<file path="src/rtl/irqc_pkg.sv">
package irqc_pkg;

  localparam int unsigned DATA_W = 32;

  // Word index of each register (byte offset / 4).
  typedef enum logic [2:0] {
    RS_STAT  = 3'd0,
    RS_PEND  = 3'd1,
    RS_ENAB  = 3'd2,
    RS_ACK   = 3'd3,
    RS_SETEN = 3'd4,
    RS_CLREN = 3'd5,
    RS_VEC   = 3'd6,
    RS_MER   = 3'd7
  } irqc_reg_e;

  localparam int unsigned MER_OUT_BIT = 0;
  localparam int unsigned MER_HW_BIT  = 1;

endpackage

</file>
<file path="src/rtl/irqc_capture.sv">
module irqc_capture #(
  parameter int unsigned NUM_IN    = 32,
  parameter logic [31:0] EDGE_MASK = 32'h0
) (
  input  logic              clk,
  input  logic              rst_n,
  input  logic [NUM_IN-1:0] irq_in,
  input  logic              hw_en,
  output logic [NUM_IN-1:0] set_vec
);

  logic [NUM_IN-1:0] prev_q;
  logic [NUM_IN-1:0] prev_d;

  always_comb begin
    prev_d = irq_in;
  end

  always_ff @(posedge clk or negedge rst_n) begin
    if (!rst_n) begin
      prev_q <= '0;
    end else begin
      prev_q <= prev_d;
    end
  end

  for (genvar gi = 0; gi < NUM_IN; gi++) begin : g_kind
    if (EDGE_MASK[gi]) begin : g_edge
      assign set_vec[gi] = hw_en & irq_in[gi] & ~prev_q[gi];
    end else begin : g_level
      assign set_vec[gi] = hw_en & irq_in[gi];
    end
  end

endmodule

</file>
<file path="src/rtl/irqc_regs.sv">
module irqc_regs
  import irqc_pkg::*;
#(
  parameter int unsigned NUM_IN = 32
) (
  input  logic              clk,
  input  logic              rst_n,
  input  logic              wr_en,
  input  logic              hit,
  input  irqc_reg_e         reg_sel,
  input  logic [DATA_W-1:0] wdata,
  input  logic [NUM_IN-1:0] set_vec,
  output logic [NUM_IN-1:0] status,
  output logic [NUM_IN-1:0] enable,
  output logic [1:0]        mer
);

  logic              wr_hit;
  logic [NUM_IN-1:0] wbits;
  logic [NUM_IN-1:0] ack_clr;
  logic [NUM_IN-1:0] status_d;
  logic [NUM_IN-1:0] enable_d;
  logic [1:0]        mer_d;
  logic              status_ce;
  logic              enable_ce;
  logic              mer_ce;

  always_comb begin
    wr_hit    = wr_en & hit;
    wbits     = wdata[NUM_IN-1:0];
    ack_clr   = (wr_hit && reg_sel == RS_ACK) ? wbits : '0;
    // New requests take precedence over a clear in the same cycle.
    status_d  = (status & ~ack_clr) | set_vec;
    status_ce = (|ack_clr) | (|set_vec);

    enable_d  = enable;
    enable_ce = 1'b0;
    if (wr_hit) begin
      unique case (reg_sel)
        RS_ENAB: begin
          enable_d  = wbits;
          enable_ce = 1'b1;
        end
        RS_SETEN: begin
          enable_d  = enable | wbits;
          enable_ce = 1'b1;
        end
        RS_CLREN: begin
          enable_d  = enable & ~wbits;
          enable_ce = 1'b1;
        end
        default: begin
          enable_d  = enable;
          enable_ce = 1'b0;
        end
      endcase
    end

    mer_ce = wr_hit && (reg_sel == RS_MER);
    mer_d  = wdata[1:0];
  end

  always_ff @(posedge clk or negedge rst_n) begin
    if (!rst_n) begin
      status <= '0;
    end else if (status_ce) begin
      status <= status_d;
    end
  end

  always_ff @(posedge clk or negedge rst_n) begin
    if (!rst_n) begin
      enable <= '0;
    end else if (enable_ce) begin
      enable <= enable_d;
    end
  end

  always_ff @(posedge clk or negedge rst_n) begin
    if (!rst_n) begin
      mer <= '0;
    end else if (mer_ce) begin
      mer <= mer_d;
    end
  end


  set_enable_chk: assert property (@(posedge clk) disable iff (!rst_n)
    (wr_en && hit && reg_sel == RS_SETEN) |=>
      ((enable & $past(wdata[NUM_IN-1:0])) == $past(wdata[NUM_IN-1:0])));


  clear_enable_chk: assert property (@(posedge clk) disable iff (!rst_n)
    (wr_en && hit && reg_sel == RS_CLREN) |=>
      ((enable & $past(wdata[NUM_IN-1:0])) == '0));


  no_capture_chk: assert property (@(posedge clk) disable iff (!rst_n)
    (!mer[MER_HW_BIT]) |=> ((status & ~$past(status)) == '0));

endmodule

</file>
<file path="src/rtl/irqc_prio.sv">
module irqc_prio #(
  parameter int unsigned NUM_IN = 32,
  localparam int unsigned IDX_W = (NUM_IN > 1) ? $clog2(NUM_IN) : 1
) (
  input  logic [NUM_IN-1:0] pending,
  output logic              vec_valid,
  output logic [IDX_W-1:0]  vec_idx
);

  always_comb begin
    vec_valid = 1'b0;
    vec_idx   = '0;
    // Scan downward so the lowest set index is written last.
    for (int i = NUM_IN - 1; i >= 0; i--) begin
      if (pending[i]) begin
        vec_valid = 1'b1;
        vec_idx   = IDX_W'(i);
      end
    end
  end

endmodule

</file>
<file path="src/rtl/irq_vector_ctrl.sv">
module irq_vector_ctrl
  import irqc_pkg::*;
#(
  parameter int unsigned NUM_IN    = 32,
  parameter logic [31:0] EDGE_MASK = 32'h0,
  parameter int unsigned ADDR_W    = 6
) (
  input  logic              clk,
  input  logic              rst_n,
  input  logic [NUM_IN-1:0] irq_in,
  input  logic              bus_wr,
  input  logic [ADDR_W-1:0] bus_addr,
  input  logic [31:0]       bus_wdata,
  output logic [31:0]       bus_rdata,
  output logic              irq_out
);

  localparam int unsigned WORD_W = ADDR_W - 2;
  localparam int unsigned IDX_W  = (NUM_IN > 1) ? $clog2(NUM_IN) : 1;

  logic [1:0]        rst_sync_q;
  logic              rst_sync_n;
  logic [WORD_W-1:0] word_idx;
  logic              hit;
  irqc_reg_e         reg_sel;
  logic [NUM_IN-1:0] set_vec;
  logic [NUM_IN-1:0] stat_q;
  logic [NUM_IN-1:0] enab_q;
  logic [1:0]        mer_q;
  logic [NUM_IN-1:0] pending;
  logic              vec_valid;
  logic [IDX_W-1:0]  vec_idx;

  // Asynchronous assert, synchronous release.
  always_ff @(posedge clk or negedge rst_n) begin
    if (!rst_n) begin
      rst_sync_q <= '0;
    end else begin
      rst_sync_q <= {rst_sync_q[0], 1'b1};
    end
  end
  assign rst_sync_n = rst_sync_q[1];

  always_comb begin
    word_idx = bus_addr[ADDR_W-1:2];
    hit      = (word_idx < WORD_W'(8));
    reg_sel  = irqc_reg_e'(word_idx[2:0]);
  end

  irqc_capture #(
    .NUM_IN    (NUM_IN),
    .EDGE_MASK (EDGE_MASK)
  ) u_capture (
    .clk     (clk),
    .rst_n   (rst_sync_n),
    .irq_in  (irq_in),
    .hw_en   (mer_q[MER_HW_BIT]),
    .set_vec (set_vec)
  );

  irqc_regs #(
    .NUM_IN (NUM_IN)
  ) u_regs (
    .clk     (clk),
    .rst_n   (rst_sync_n),
    .wr_en   (bus_wr),
    .hit     (hit),
    .reg_sel (reg_sel),
    .wdata   (bus_wdata),
    .set_vec (set_vec),
    .status  (stat_q),
    .enable  (enab_q),
    .mer     (mer_q)
  );

  assign pending = stat_q & enab_q;

  irqc_prio #(
    .NUM_IN (NUM_IN)
  ) u_prio (
    .pending   (pending),
    .vec_valid (vec_valid),
    .vec_idx   (vec_idx)
  );

  assign irq_out = mer_q[MER_OUT_BIT] & mer_q[MER_HW_BIT] & vec_valid;

  always_comb begin
    bus_rdata = '0;
    if (hit) begin
      unique case (reg_sel)
        RS_STAT: bus_rdata = 32'(stat_q);
        RS_PEND: bus_rdata = 32'(pending);
        RS_ENAB: bus_rdata = 32'(enab_q);
        RS_VEC:  bus_rdata = vec_valid ? 32'(vec_idx) : 32'hFFFF_FFFF;
        RS_MER:  bus_rdata = {30'd0, mer_q};
        default: bus_rdata = '0;
      endcase
    end
  end


  vec_points_pending_chk: assert property (@(posedge clk) disable iff (!rst_sync_n)
    vec_valid |-> pending[vec_idx]);


  vec_idle_chk: assert property (@(posedge clk) disable iff (!rst_sync_n)
    (pending == '0) |-> !vec_valid);


  out_needs_pending_chk: assert property (@(posedge clk) disable iff (!rst_sync_n)
    irq_out |-> (vec_valid && mer_q == 2'b11));

  for (genvar gi = 0; gi < NUM_IN; gi++) begin : g_rise_chk

    status_source_chk: assert property (@(posedge clk) disable iff (!rst_sync_n)
      $rose(stat_q[gi]) |-> $past(irq_in[gi]));
  end

endmodule

</file>
<file path="config.mk">
export PLATFORM = sky130hd
export DESIGN_NAME = irq_vector_ctrl
export DESIGN_NICKNAME = d
export VERILOG_FILES = /design/src/rtl/irqc_pkg.sv /design/src/rtl/irqc_capture.sv /design/src/rtl/irqc_regs.sv /design/src/rtl/irqc_prio.sv /design/src/rtl/irq_vector_ctrl.sv
export SDC_FILE = /design/constraint.sdc
export NUM_CORES = 1
export LEC_CHECK = 0
export BUFFER_PORTS_ARGS = -buffer_cell sky130_fd_sc_hd__buf_2
export CAP_MARGIN = 5
export CORE_UTILIZATION = 32
export CTS_CLUSTER_SIZE = 16
export DETAILED_ROUTE_END_ITERATION = 8
export SLEW_MARGIN = 20
export SYNTH_ARGS = -nofsm -noshare
export SYNTH_HDL_FRONTEND = slang
export SYNTH_SLANG_ARGS = --single-unit
export TNS_END_PERCENT = 30
</file>
<file path="constraint.sdc">
create_clock -name clk -period 2.9 [get_ports clk]
set_input_delay 0.29 -clock clk [delete_from_list [all_inputs] [get_ports clk]]
set_output_delay 0.29 -clock clk [all_outputs]
set_load 0.1 [all_outputs]
</file>
=== Word-level counts from Yosys, hierarchy flattened ===
Index checks and enable logic that the tools add are counted.

* Equality and inequality tests: 7
* $lt $le $gt $ge: 1
* Reduce and logical (&&, ||, !) cells: 8
* Bitwise logic cells: 43
* Mux-type cells: 71

{| class="wikitable"
|+ Operator list
! kind !! number
|-
| two-way mux 5 bit || 32
|-
| case mux 32 bit (5 select lines) || 1
|-
| bitwise AND 32 bit || 3
|-
| two-way mux 32 bit || 3
|-
| case mux 32 bit (3 select lines) || 1
|-
| NOT 32 bit || 2
|-
| OR 32 bit || 2
|-
| OR reduction 32 bit || 2
|-
| bitwise AND 1 bit || 35
|-
| two-way mux 1 bit || 34
|-
| equality test 3 bit (second input constant) || 4
|-
| equality test 3 x 2 -> 1 bit (second input constant) || 2
|-
| less-than comparator 4 bit (second input constant) || 1
|-
| equality test 3 x 1 -> 1 bit (second input constant) || 1
|-
| logical NOT 3 bit || 1
|-
| AND reduction 3 bit || 1
|-
| nonzero test 3 bit || 1
|-
| OR reduction 3 bit || 1
|-
| logical AND 1 bit || 2
|-
| OR 1 bit || 1
|}

* Register bits after elaboration: 68
* Word-level logic and storage cells: 134
* Input port bits: 73

=== Logic depth before layout (Yosys ltp) ===
* Depth after elaboration: 36
* Gate-level depth with buffers: 9

=== By module ===
A second synthesis with hierarchy kept.

* Cells, all modules: 623
* Area total of the unflattened synthesis: 5415.2 µm²

{| class="wikitable"
|+ Modules (own cells, without submodules)
! module !! cells an instance !! times used !! area an instance (µm²)
|-
| irqc_regs || 297 || 1 || 3358.2
|-
| irq_vector_ctrl || 226 || 1 || 1431.4
|-
| irqc_prio || 65 || 1 || 370.4
|-
| irqc_capture || 35 || 1 || 255.2
|}

=== Worst setup path before layout ===
Ideal clock, no wire load.

* Path kind: input to output
* From: input bus_addr[3]
* To: output bus_rdata[2]
* Buffers on the path: 2
* Arrival time: 3.322 ns
* Slack: -0.712 ns
* Stages on the path: 5
* Data required time: 2.610 ns
* Cell sequence: inv_1 > clkbuf_1 > clkbuf_1 > a32oi_1 > o31ai_1

* Word-level cells in the longest chain between the ends: 3

{| class="wikitable"
|+ RTL lines
! item !! RTL line !! RTL
|-
| start, declared || irq_vector_ctrl.sv:12 || <nowiki>input logic [ADDR_W-1:0] bus_addr,</nowiki>
|-
| equality test 3 bit (tied with other cells) || irq_vector_ctrl.sv:91 || <nowiki>unique case (reg_sel)</nowiki>
|-
| case mux 32 bit (5 select lines) || irq_vector_ctrl.sv:91 ||
|-
| two-way mux 32 bit * || irq_vector_ctrl.sv:90 || <nowiki>if (hit) begin</nowiki>
|-
| end, declared || irq_vector_ctrl.sv:14 || <nowiki>output logic [31:0] bus_rdata,</nowiki>
|}

Mark *: on every way between the ends. The rest lies on a longest branch, timed or not.

=== Worst setup path in the final report ===
* From: register u_regs.status[24]
* To: output bus_rdata[29]

* Word-level cells in the longest chain between the ends: 29

{| class="wikitable"
|+ RTL lines
! item !! RTL line !! RTL
|-
| start, declared || irqc_regs.sv:13 || <nowiki>output logic [NUM_IN-1:0] status,</nowiki>
|-
| start signal, assigned || irqc_regs.sv:67 || <nowiki>status <= status_d;</nowiki>
|-
| bitwise AND 32 bit || irq_vector_ctrl.sv:76 || <nowiki>assign pending = stat_q & enab_q;</nowiki>
|-
| two-way mux 1 bit (25 in series) || irqc_prio.sv:15 || <nowiki>if (pending[i]) begin</nowiki>
|-
| two-way mux 32 bit || irq_vector_ctrl.sv:95 || <nowiki>RS_VEC: bus_rdata = vec_valid ? 32'(vec_idx) : 32'hFFFF_FFFF;</nowiki>
|-
| case mux 32 bit (5 select lines) || irq_vector_ctrl.sv:91 ||
|-
| two-way mux 32 bit || irq_vector_ctrl.sv:90 ||
|}

Every way passes these cells.

==> results.sh <==
export IMPL_numPortBuffers=103
export IMPL_clock_fmax_mhz=345.1
export IMPL_cts_max_path_buffers=2
export IMPL_final_util=0.4600
export IMPL_crit_required_ps=2610
export IMPL_synth_area_top_cells="dfrtp_1, a22o_1, nand2_1"
export IMPL_worstPathArrival_ps=2610
export IMPL_seq_area_frac_synth=0.3904
export IMPL_synth_ff_type="dfrtp_1"
export IMPL_ys_ff_latch=68
export IMPL_hold_ws_ps=153.1
export IMPL_hold_viol_final=0
export IMPL_syn_avg_cell_area_um2=8.736
export IMPL_nFillCells=1266
export IMPL_met2_wirelength_mm=7.212
export IMPL_syn2layout_area_growth_pct=39.75
export IMPL_start_util=0.3292
export IMPL_hp_class="in2reg"
export IMPL_max_cap_viol_count=0
export IMPL_p_sw_uw=1321
export IMPL_p_seq_frac=0.369
export IMPL_synth_xor_area_frac=0
export IMPL_ios=106
export IMPL_numCtsBuffers=9
export IMPL_setup_viol=0
export IMPL_muxShareOfSynthArea=0.005166
export IMPL_grt_pass1_wl_mm=24.04
export IMPL_slowest_stage="or4_4"
export IMPL_hpwlAfterDp_mm=10.52
export IMPL_fin_worst_skew_ps=3.245
export IMPL_synth_edf_count=0
export IMPL_dr_pass1_iters=5
export IMPL_status="finished, final reports clean"
export IMPL_synth_top_area_frac=0.3904
export IMPL_cts_tree="built"
export IMPL_dp_cells=762
export IMPL_worst_skew_pair_late_latency_ps=340
export IMPL_nets=680
export IMPL_worstSetupPathType="reg2out"
export IMPL_route_detailed_drc=0
export IMPL_grt_max_degree=35
export IMPL_top_layer_used="met4"
export IMPL_grt_usage=0.2193
export IMPL_drt_iter0_drc=430
export IMPL_totalWireLength_mm=15.05
export IMPL_final_layout_size_suffix_gt1_frac=0.3224
export IMPL_rows=42
export IMPL_wl_met3_um=986
export IMPL_fin_crit_sh=0.9992
export IMPL_cts_root_buffer="clkbuf_16"
export IMPL_cp_start_kind="register"
export IMPL_multi_input_area_mm2=0.002691
export IMPL_vdd_drop_max_v=0.0003114
export IMPL_yosysTopAreaCell="dfrtp_1"
export IMPL_finalMaxSlewViolations=0
export IMPL_power_density_mw_per_mm2=581.4
export IMPL_critPathMaxStageDelay_ps=590
export IMPL_final_antenna_net_count=0
export IMPL_path_cells="a22o_1, and3b_1, nand3b_1, or4_4, buf_12, a21oi_2, buf_12"
export IMPL_vias=4559
export IMPL_maxSlewHeadroom=0.3943
export IMPL_dp_slack_ps=189.7
export IMPL_sw_frac_of_total=0.3730
export IMPL_cp_common_cell="buf_12"
export IMPL_combPwrFrac=0.359
export IMPL_gr_total_overflow=0
export IMPL_fin_setup_tns_ps=0
export IMPL_tightestPinTransition_ps=905.1
export IMPL_stdcell_count=784
export IMPL_rsz0062_at_grt="true"
export IMPL_p_int_uw=2221
export IMPL_fp_dieW_um=118.7
export IMPL_synth_top_family_by_area="compound AO/OA/AOI/OAI gates"
export IMPL_synth_compound_area_share=0.4079
export IMPL_regArea_mm2=0.001712
export IMPL_cts_clk_slew_worst_paths_ps=50
export IMPL_htreeDepth=3
export IMPL_n_antenna_cell=0
export IMPL_synth_fp_nets=572
export IMPL_die_h_um=118.7
export IMPL_cts_sinks=68
export IMPL_p_leak_uw=0.002507
export IMPL_yosys_area_share_simple=0.1579
export IMPL_antenna_found_initial=0
export IMPL_synthAdderAreaFrac=0
export IMPL_synth_cell_types=47
export IMPL_cp_max_fo=20
export IMPL_via_per_inst=5.815
export IMPL_p_clk_frac=0.271
export IMPL_syn_inst=499
export IMPL_wirelength_met1_mm=6.484
export IMPL_core_mm2=0.01324
export IMPL_globalplace_congestion=0.9094
export IMPL_yosys_warnings=0
export IMPL_end_kind="output pin"
export IMPL_syn_area_mm2=0.004359
export IMPL_period_minus_slack_ps=2898
export IMPL_routedWlPerCell_um=19.19
export IMPL_async_flop_share=1.000
export IMPL_die_area_mm2=0.01409
export IMPL_grt_pass1_vias=4399
export IMPL_fin_ws_ps=2.218
[power by group through the flow]
stage          sequential (µW)  combinational, µW  clock (µW)
2_1_floorplan             1250                825           0
3_3_place_gp              1300               1150           0
3_5_place_dp              1310               1180           0
4_1_cts                   1300               1200         977
5_1_grt                   1330               1370        1010
6_report                  1310               1270         961
[placed cells by master (no fill, tap or decap), types with 2 or more instances in the layout]
| cell | n |
|---|---|
| buf_12 | 32 |
| buf_2 | 73 |
| a22oi_2 | 3 |
| a22o_1 | 53 |
| nor2_1 | 10 |
| a21o_1 | 27 |
| o211ai_1 | 44 |
| buf_4 | 26 |
| nor2b_1 | 5 |
| a31o_2 | 2 |
| and3b_1 | 2 |
| o21ai_0 | 6 |
| a32o_1 | 3 |
| clkbuf_1 | 2 |
| nand3_1 | 6 |
| o21ai_1 | 30 |
| clkbuf_16 | 9 |
| a222oi_1 | 3 |
| dfrtp_1 | 60 |
| dfrtp_2 | 8 |
| nand2_1 | 115 |
| a21oi_4 | 15 |
| or3_1 | 2 |
| inv_1 | 2 |
| a21oi_1 | 13 |
| a22oi_1 | 3 |
| mux2_2 | 2 |
| a32oi_1 | 5 |
| a31oi_1 | 3 |
| o2111ai_1 | 2 |
| nand2b_1 | 4 |
| a21oi_2 | 13 |
| nand4_1 | 2 |
| a22o_4 | 2 |
[layer usage]
metal	GRT usage	up-vias
met5	0	-
met4	0.08544	0
met3	0.04344	27
met2	0.3593	196
met1	0.2832	2242
li1	-	2094
[what timing repair did]
item	in CTS	in global routing
hold endpoints to repair	2	0
setup endpoints to repair	27	28
resized for setup	13	19
pin swaps	2	5
hold buffers	1	0
buffers inserted	1	8
[registers in the layout, indices dropped and copies added (netlist names)]
signal         cells
u_regs.enable     32
rst_sync_q         2
u_regs.status     32
u_regs.mer         2
[synth_stat cells, types with 2 or more instances]
master / count
o211ai_1: 44
or3_1: 2
o21ai_0: 6
nand2_1: 115
o21ai_1: 32
a222oi_1: 3
a31o_2: 2
nand2b_1: 4
a32oi_1: 5
buf_6: 2
and3b_1: 2
nand3_1: 6
clkbuf_1: 29
nand4_1: 2
o2111ai_1: 2
dfrtp_1: 68
a32o_1: 3
inv_1: 2
a31oi_1: 3
a22oi_1: 3
nor2b_1: 6
mux2_2: 2
a22oi_2: 3
a21o_1: 27
nor2_1: 10
a21oi_1: 21
a21oi_2: 20
buf_2: 3
a22o_1: 54
[path summary, 6_finish.rpt]
check                                        from           endpoint  slack (ps)  depth (start not counted)
min in group asynchronous                   rst_n      rst_sync_q[0]         260                          2
worst max-delay path            u_regs.status[24]      bus_rdata[29]           2                          7
max in group asynchronous           rst_sync_q[1]  u_regs.status[23]        1870                          1
worst min-delay path                bus_wdata[10]  u_regs.enable[10]         150                          2
worst max register to register      u_regs.mer[1]      u_regs.mer[1]        1790                          2
worst min register to register      rst_sync_q[0]      rst_sync_q[1]         350                          0
[cells by family after synthesis]
family | after synthesis
flops | 68
compound gates | 235
mux | 2
other cells | 1
buf+inv | 38
simple gates | 155
[area by class of cell]
cell class	instances	area share
tap	176	0.03615
clock buffer	12	0.04046
timing repair buffer	132	0.1988
inverter	3	0.001848
multi-input combinational	393	0.4418
sequential	68	0.2810
[worst max-delay path: cells and delay by family, from the launching register on]
| kind | cells | cell delay (ps) |
|---|---|---|
| AND/OR/NAND/NOR | 3 | 950 |
| AO/OA/AOI/OAI | 2 | 480 |
| flip-flops | 1 | 420 |
| buffers and inverters | 2 | 410 |
[metrics by stage]
step	power, µW	cell area (µm²)
3_3_place_gp	2452	5605
6_report	3542	6092
5_1_grt	3710	6092
3_5_place_dp	2488	5605
2_1_floorplan	2078	4372
4_1_cts	3475	5922
(Power assumes the default switching activity.)
